`src/rtl/obuf_arb_pkg.sv`:
```
package obuf_arb_pkg;

  typedef enum logic [1:0] {
    SRC_NONE = 2'd0,
    SRC_KBD  = 2'd1,
    SRC_AUX  = 2'd2
  } src_e;

  // keyboard wins whenever it has data
  function automatic src_e pick_source(input logic [1:0] pend);
    if (pend[0])      return SRC_KBD;
    else if (pend[1]) return SRC_AUX;
    else              return SRC_NONE;
  endfunction

  function automatic logic any_pending(input logic [1:0] pend);
    return |pend;
  endfunction

  function automatic logic aux_alone(input logic [1:0] pend);
    return pend[1] & ~pend[0];
  endfunction

endpackage

```
`src/rtl/obuf_arb_pending.sv`:
```
module obuf_arb_pending (
  input  logic       clk,
  input  logic       rst_n,
  input  logic       kbd_avail,
  input  logic       aux_avail,
  output logic [1:0] pend
);
  always_ff @(posedge clk or negedge rst_n) begin
    if (!rst_n) pend <= 2'b00;
    else        pend <= {aux_avail, kbd_avail};
  end
endmodule

```
`src/rtl/obuf_arb_flags.sv`:
```
module obuf_arb_flags
  import obuf_arb_pkg::*;
#(
  parameter int MODE_W         = 8,
  parameter int STAT_W         = 8,
  parameter int OPORT_W        = 8,
  parameter int KBD_IRQ_EN_BIT = 0,
  parameter int AUX_IRQ_EN_BIT = 1,
  parameter int KBD_OFF_BIT    = 4,
  parameter int ST_FULL_BIT    = 0,
  parameter int ST_AUX_BIT     = 5,
  parameter int OP_FULL_BIT    = 4,
  parameter int OP_AUX_BIT     = 5
) (
  input  logic               clk,
  input  logic               rst_n,
  input  logic [1:0]         pend,
  input  logic [MODE_W-1:0]  mode_reg,
  output logic [STAT_W-1:0]  stat_flags,
  output logic [OPORT_W-1:0] oport_flags,
  output logic               irq_kbd,
  output logic               irq_aux
);
  logic full_w;
  logic aux_full_w;
  logic kbd_gate_w;

  assign full_w     = any_pending(pend);
  assign aux_full_w = aux_alone(pend);
  assign kbd_gate_w = mode_reg[KBD_IRQ_EN_BIT] & ~mode_reg[KBD_OFF_BIT];

  for (genvar g = 0; g < STAT_W; g++) begin : g_stat
    if (g == ST_FULL_BIT) begin : g_full
      assign stat_flags[g] = full_w;
    end else if (g == ST_AUX_BIT) begin : g_aux
      assign stat_flags[g] = aux_full_w;
    end else begin : g_zero
      assign stat_flags[g] = 1'b0;
    end
  end

  for (genvar g = 0; g < OPORT_W; g++) begin : g_oport
    if (g == OP_FULL_BIT) begin : g_full
      assign oport_flags[g] = full_w;
    end else if (g == OP_AUX_BIT) begin : g_aux
      assign oport_flags[g] = aux_full_w;
    end else begin : g_zero
      assign oport_flags[g] = 1'b0;
    end
  end

  assign irq_kbd = pend[0] & kbd_gate_w;
  assign irq_aux = aux_full_w & mode_reg[AUX_IRQ_EN_BIT];

  p_aux_implies_full_r4: assert property (@(posedge clk) disable iff (!rst_n)
    stat_flags[ST_AUX_BIT] |-> (stat_flags[ST_FULL_BIT] && oport_flags[OP_AUX_BIT]));
  p_irq_aux_owner_r5: assert property (@(posedge clk) disable iff (!rst_n)
    irq_aux |-> stat_flags[ST_AUX_BIT]);
  p_irq_kbd_gate_r6: assert property (@(posedge clk) disable iff (!rst_n)
    irq_kbd |-> (!mode_reg[KBD_OFF_BIT] && stat_flags[ST_FULL_BIT]));
  p_irq_excl_r5: assert property (@(posedge clk) disable iff (!rst_n)
    !(irq_kbd && irq_aux));
endmodule

```
`src/rtl/obuf_arb_read.sv`:
```
module obuf_arb_read
  import obuf_arb_pkg::*;
#(
  parameter int DATA_W = 8
) (
  input  logic              clk,
  input  logic              rst_n,
  input  logic [1:0]        pend,
  input  logic              rd_strobe,
  input  logic [DATA_W-1:0] kbd_byte,
  input  logic [DATA_W-1:0] aux_byte,
  output logic [DATA_W-1:0] rd_data,
  output logic              kbd_pop,
  output logic              aux_pop
);
  src_e              owner_w;
  logic [DATA_W-1:0] last_kbd_q;
  logic [DATA_W-1:0] pick_byte_w;

  assign owner_w = pick_source(pend);

  always_comb begin
    case (owner_w)
      SRC_KBD: pick_byte_w = kbd_byte;
      SRC_AUX: pick_byte_w = aux_byte;
      default: pick_byte_w = last_kbd_q;
    endcase
  end

  always_ff @(posedge clk or negedge rst_n) begin
    if (!rst_n) begin
      rd_data    <= '0;
      last_kbd_q <= '0;
      kbd_pop    <= 1'b0;
      aux_pop    <= 1'b0;
    end else begin
      kbd_pop <= rd_strobe && (owner_w == SRC_KBD);
      aux_pop <= rd_strobe && (owner_w == SRC_AUX);
      if (rd_strobe) begin
        rd_data <= pick_byte_w;
        if (owner_w == SRC_KBD) last_kbd_q <= kbd_byte;
      end
    end
  end

  p_pop_onehot_r9: assert property (@(posedge clk) disable iff (!rst_n)
    $onehot0({kbd_pop, aux_pop}));
  p_pop_after_read_r9: assert property (@(posedge clk) disable iff (!rst_n)
    !rd_strobe |=> !(kbd_pop || aux_pop));
  p_hold_r11: assert property (@(posedge clk) disable iff (!rst_n)
    !rd_strobe |=> $stable(rd_data));
endmodule

```
`src/rtl/obuf_arbiter.sv`:
```
module obuf_arbiter
  import obuf_arb_pkg::*;
#(
  parameter int DATA_W         = 8,
  parameter int MODE_W         = 8,
  parameter int STAT_W         = 8,
  parameter int OPORT_W        = 8,
  parameter int KBD_IRQ_EN_BIT = 0,
  parameter int AUX_IRQ_EN_BIT = 1,
  parameter int KBD_OFF_BIT    = 4,
  parameter int ST_FULL_BIT    = 0,
  parameter int ST_AUX_BIT     = 5,
  parameter int OP_FULL_BIT    = 4,
  parameter int OP_AUX_BIT     = 5
) (
  input  logic               clk,
  input  logic               rst_n,
  input  logic               kbd_avail,
  input  logic [DATA_W-1:0]  kbd_byte,
  input  logic               aux_avail,
  input  logic [DATA_W-1:0]  aux_byte,
  input  logic [MODE_W-1:0]  mode_reg,
  input  logic               rd_strobe,
  output logic [STAT_W-1:0]  stat_flags,
  output logic [OPORT_W-1:0] oport_flags,
  output logic [DATA_W-1:0]  rd_data,
  output logic               kbd_pop,
  output logic               aux_pop,
  output logic               irq_kbd,
  output logic               irq_aux
);
  logic [1:0] pend_w;

  obuf_arb_pending u_pend (
    .clk       (clk),
    .rst_n     (rst_n),
    .kbd_avail (kbd_avail),
    .aux_avail (aux_avail),
    .pend      (pend_w)
  );

  obuf_arb_flags #(
    .MODE_W(MODE_W), .STAT_W(STAT_W), .OPORT_W(OPORT_W),
    .KBD_IRQ_EN_BIT(KBD_IRQ_EN_BIT), .AUX_IRQ_EN_BIT(AUX_IRQ_EN_BIT),
    .KBD_OFF_BIT(KBD_OFF_BIT), .ST_FULL_BIT(ST_FULL_BIT), .ST_AUX_BIT(ST_AUX_BIT),
    .OP_FULL_BIT(OP_FULL_BIT), .OP_AUX_BIT(OP_AUX_BIT)
  ) u_flags (
    .clk         (clk),
    .rst_n       (rst_n),
    .pend        (pend_w),
    .mode_reg    (mode_reg),
    .stat_flags  (stat_flags),
    .oport_flags (oport_flags),
    .irq_kbd     (irq_kbd),
    .irq_aux     (irq_aux)
  );

  obuf_arb_read #(.DATA_W(DATA_W)) u_read (
    .clk       (clk),
    .rst_n     (rst_n),
    .pend      (pend_w),
    .rd_strobe (rd_strobe),
    .kbd_byte  (kbd_byte),
    .aux_byte  (aux_byte),
    .rd_data   (rd_data),
    .kbd_pop   (kbd_pop),
    .aux_pop   (aux_pop)
  );

  p_full_follows_r2: assert property (@(posedge clk) disable iff (!rst_n)
    (kbd_avail || aux_avail) |=> stat_flags[ST_FULL_BIT]);
  p_empty_follows_r3: assert property (@(posedge clk) disable iff (!rst_n)
    (!kbd_avail && !aux_avail) |=> (!stat_flags[ST_FULL_BIT] && !oport_flags[OP_FULL_BIT]));
  p_kbd_wins_r8: assert property (@(posedge clk) disable iff (!rst_n)
    (rd_strobe && stat_flags[ST_FULL_BIT] && !stat_flags[ST_AUX_BIT]) |=> kbd_pop);
endmodule

```
`config.mk`:
```
export PLATFORM = sky130hd
export DESIGN_NAME = obuf_arbiter
export DESIGN_NICKNAME = d
export VERILOG_FILES = /design/src/rtl/obuf_arb_pkg.sv /design/src/rtl/obuf_arb_pending.sv /design/src/rtl/obuf_arb_flags.sv /design/src/rtl/obuf_arb_read.sv /design/src/rtl/obuf_arbiter.sv
export SDC_FILE = /design/constraint.sdc
export NUM_CORES = 1
export LEC_CHECK = 0
export BUFFER_PORTS_ARGS = -buffer_cell sky130_fd_sc_hd__buf_2
export CAP_MARGIN = 20
export CORE_UTILIZATION = 39
export DETAILED_ROUTE_END_ITERATION = 12
export PLACE_DENSITY = 0.79
export RECOVER_POWER = 50
export SLEW_MARGIN = 20
export SYNTH_ARGS = -nofsm -noshare
export SYNTH_HDL_FRONTEND = slang
export SYNTH_SLANG_ARGS = --single-unit
export TNS_END_PERCENT = 1
```
`constraint.sdc`:
```
create_clock -name clk -period 3.05 [get_ports clk]
set_input_delay 0.915 -clock clk [delete_from_list [all_inputs] [get_ports clk]]
set_output_delay 0.915 -clock clk [all_outputs]
set_load 0.01 [all_outputs]
```
== Word level (Yosys, flattened, before mapping) ==
Index checks and enable logic that the tools add are counted.

* Register bits: 20
* Input bits: 29
* Output and inout bits: 28
* Logic and storage cells: 20

* Equal/unequal tests: 2
* Mux-type cells: 3
* Bitwise gates (word level): 6
* Reduce and logical (&&, ||, !) cells: 4

{| class="wikitable"
|+ Operators with widths
! kind !! count
|-
| case mux 8 bit (2 select lines) || 1
|-
| AND 1 bit || 4
|-
| two-way mux 2 bit || 2
|-
| == test 2 x 1 -> 1 bit (second input constant) || 1
|-
| == test 2 bit (second input constant) || 1
|-
| logical AND 1 bit || 2
|-
| inverter 1 bit || 2
|-
| AND reduction 2 bit || 1
|-
| OR reduction 2 bit || 1
|}

== Depth between registers and ports, before layout ==
* Depth after elaboration: 4
* Gate-level depth with buffers: 4
* Mapped depth without buffers: 2

== Cells and area by module ==
Synthesis repeated with hierarchy kept, for this count alone.

* Cells, all modules: 96
* Area total of the unflattened synthesis: 1031.0 um^2

{| class="wikitable"
|+ Modules (own cells, without submodules)
! module !! instances !! cells an instance !! area an instance (um^2)
|-
| obuf_arb_read || 1 || 73 || 827.0
|-
| obuf_arb_flags || 1 || 21 || 153.9
|-
| obuf_arb_pending || 1 || 2 || 50.0
|}

== Worst setup path before layout ==
No wires, ideal clock.

* Kind: input port to output port
* Start: input port mode_reg[4]
* End: output port irq_kbd
* Data arrival time: 1.150 ns
* Data required time: 2.135 ns
* Path slack: 0.985 ns
* Stages: 1
* Path through: and3b_1

* Longest elaborated chain between the ends: 3

{| class="wikitable"
|+ Ends and longest elaborated chain
! item !! line !! source
|-
| start: declaration || obuf_arbiter.sv:22 || <nowiki>input logic [MODE_W-1:0] mode_reg,</nowiki>
|-
| inverter 1 bit || obuf_arb_flags.sv:30 || <nowiki>assign kbd_gate_w = mode_reg[KBD_IRQ_EN_BIT] & ~mode_reg[KBD_OFF_BIT];</nowiki>
|-
| AND 1 bit || obuf_arb_flags.sv:30 ||
|-
| AND 1 bit || obuf_arb_flags.sv:52 || <nowiki>assign irq_kbd = pend[0] & kbd_gate_w;</nowiki>
|-
| end: declaration || obuf_arbiter.sv:29 || <nowiki>output logic irq_kbd,</nowiki>
|}

No other way between the ends.

== Final worst setup path ==
* Start: register u_pend.pend[1]
* End: output port irq_aux

* Longest elaborated chain between the ends: 2

{| class="wikitable"
|+ Ends and longest elaborated chain
! item !! line !! source
|-
| start: declaration || obuf_arb_pending.sv:6 || <nowiki>output logic [1:0] pend</nowiki>
|-
| start signal: assignment || obuf_arb_pending.sv:10 || <nowiki>else pend <= {aux_avail, kbd_avail};</nowiki>
|-
| AND 1 bit || obuf_arb_pkg.sv:21 || <nowiki>return pend[1] & ~pend[0];</nowiki>
|-
| AND 1 bit || obuf_arb_flags.sv:53 || <nowiki>assign irq_aux = aux_full_w & mode_reg[AUX_IRQ_EN_BIT];</nowiki>
|-
| end: declaration || obuf_arbiter.sv:30 || <nowiki>output logic irq_aux</nowiki>
|}

No other way between the ends.

==> run summary <==
die width: 52.9 um
final hold violation count: 0
GPL Wtd Cong: 0.637
area post-placement: 1130 um^2
Clock Sinks: 20
cts hold-fix bufs: 0
Max-cap violations: 0
Power Total: 0.000542 W
GRT Total Usage: 0.154
final setup fails: 0
clock-pin slew on the worst setup and hold paths: 110 ps
initial DRC count: 7
worst-margin pin slew: 1050 ps
worst skew pair latency: 290 ps
vias in the first global route: 664
maximum clock frequency: 418 MHz
largest net degree at the start of global routing: 21
Final Slew Violations: 0
row count: 18
# nets final: 153
# IOs: 57
initial antenna violation count: 0
Initial Utilization: 0.412
TNS Setup: 0 ps
CP top delay family: flip-flops
slowest stage delay, CP: 650 ps
synthesized area per cell: 11.2 um^2
P&R area growth vs syn: 13.4%
cell taking the most area after synthesis: dfrtp_1
dominant cells by area after synthesis: dfrtp_1, buf_4, a21bo_1, mux2i_1, o221ai_1
total CTS buffers: 3
critical path, cell by cell: nor2b_1 -> and2_1 -> buf_2
Critical Path AT: 1470 ps
Mapped Cells: 90
Clock power frac: 0.227
final setup skew: 3.13 ps
Worst Setup Path Type: register to primary output
Clock Path Buffers: 2
Async SR Flop Fraction: 1.00
Post-Layout Inst Area: 1150 um^2
Crit Path Max Fanout: 10
reg2reg end: u_read.last_kbd_q[0]$_DFFE_PN0P_
GRT Max-Usage Layer: met2
CP max stage cell: dfrtp_1
Worst VDD drop: 0.000276 V
worst path required time: 2130 ps
DR WL/cell: 13.0 um
Pleak: 0.671 nW
Hold Path Depth: 1
layout cells sized above 1: 0.328
die area: 2800 um^2
Unique masters post-synth: 16
Int Pwr: 0.000389 W
Clock Tree Root: clkbuf_4
Syn. warnings: 0
Main synth FF type: dfrtp_1
Pre-antenna DRT Iters: 8
RSZ-0062 raised after global routing: no
power density over the cells: 473 nW/um^2
Startpoint Class: register
crit path buf inv count: 1
CTS H-Tree Depth: 1
met1 Track Usage GR: 0.193
worst min path class: register to register
post-route clock period utilization: 0.784
worst hold path endpoint: u_read.last_kbd_q[4]$_DFFE_PN0P_
Finished Layout Cells: 152
synthesized cell area: 1010 um^2
post-route antenna net violation count: 0
Reg-to-Reg Start: u_pend.pend[0]$_DFF_PN0_
core area: 2450 um^2
DRC Markers: 1
Comb pwr share: 0.192
FF-to-FF path depth: 2
Post-synth EDFFs: 0
Sw Pwr: 0.000153 W
PortBufs: 39
Vias: 737
met3 usage: 0.0431
Synth top cells by count: dfrtp_1, buf_4, inv_1
Flop pwr share: 0.581
Layout Utilization: 0.467
# resized after CTS: 0
Yosys reg bits: 20
hold path start: u_read.last_kbd_q[4]$_DFFE_PN0P_
placed cells: 149
CP Capture Type: primary output
# diodes: 0
Post-Route WL: 1980 um
die height: 52.9 um
Net Sw Frac: 0.282
R2R Setup Slk: 1650 ps
failing checks: DRC
Seq/Total Area, Yosys: 0.495
most used standard cell by instance count after synthesis: dfrtp_1
total gr overflow: 0
Final HPWL DP: 1440 um
Setup Buffers After CTS: 0
Via density: 4.85
post-synth top area share: 0.495
post-route minimum period: 2390 ps
first-pass GRT wire length: 3040 um
outcome: finished, violations left
GRT met2 Usage: 0.264
Slew HR: 0.300
CTS tree: yes
## through the flow
stage | hold slack [ps] | setup slack, ps
after global routing | 518 | 542
after floorplan | 447 | 985
after global placement | 461 | 820
after CTS | 493 | 610
final | 492 | 660
after detailed placement | 467 | 816
## how the worst max path moves through the flow
stage,from,endpoint,slack [ps],depth (start not counted)
3_5_place_dp,mode_reg[4],irq_kbd,820,3
6_report,u_pend.pend[1]$_DFF_PN0_,irq_aux,660,3
5_1_grt,u_pend.pend[1]$_DFF_PN0_,irq_aux,540,3
3_3_place_gp,mode_reg[4],irq_kbd,820,3
2_1_floorplan,mode_reg[4],irq_kbd,980,1
4_1_cts,u_pend.pend[1]$_DFF_PN0_,irq_aux,610,3
## state kept, by name (all words and copies together), names as in the netlist
register and flops:
u_pend.pend 2, u_read.aux_pop 1, u_read.kbd_pop 1, u_read.last_kbd_q 8, u_read.rd_data 8
## layer usage
layer / vias up / share of wire
met5: - / 0
met4: 0 / 0
met3: 0 / 0.086
met2: 40 / 0.50
met1: 353 / 0.41
li1: 344 / -
## layout make-up
| class | count | area, um^2 |
|---|---|---|
| flip-flops and latches | 20 | 500 |
| clock buffers | 3 | 22.5 |
| well taps | 30 | 37.5 |
| fillers | 241 | 1310 |
| multi-input cells | 51 | 359 |
| repair buffers | 39 | 193 |
| inverters | 9 | 33.8 |
## logic make-up (layout without fill, tap and decap cells)
family,Yosys count,after routing,synth area share
AO/OA/AOI/OAI,16,16,0.149
buffers and inverters,30,51,0.188
flip-flops,20,20,0.495
multiplexers,8,8,0.0792
other,1,12,0.00371
AND/OR/NAND/NOR,15,15,0.0854
## worst register-to-register path: stages, from the launching register on
cell and delay [ps]:
dfrtp_1 640, nand2_1 360, a21bo_1 300
## layout by cell type, fill, tap and decap left out
master	n
dfrtp_1	20
or2_1	1
nand2_1	1
clkbuf_1	2
nor2b_1	1
clkbuf_4	3
mux2i_1	8
a21bo_1	8
inv_1	9
and2_1	2
nand2b_1	1
buf_2	37
and3b_1	1
conb_1	12
nand3_1	8
o221ai_1	8
## power by group through the flow
stage          logic [W]  clock network (W)  registers, W
2_1_floorplan  0.0000751                  0      0.000319
3_3_place_gp    0.000102                  0      0.000318
3_5_place_dp    0.000107                  0      0.000319
4_1_cts         0.000106           0.000125      0.000315
5_1_grt         0.000117           0.000133      0.000318
6_report        0.000104           0.000123      0.000315
Power figures use the tool's default switching activity.
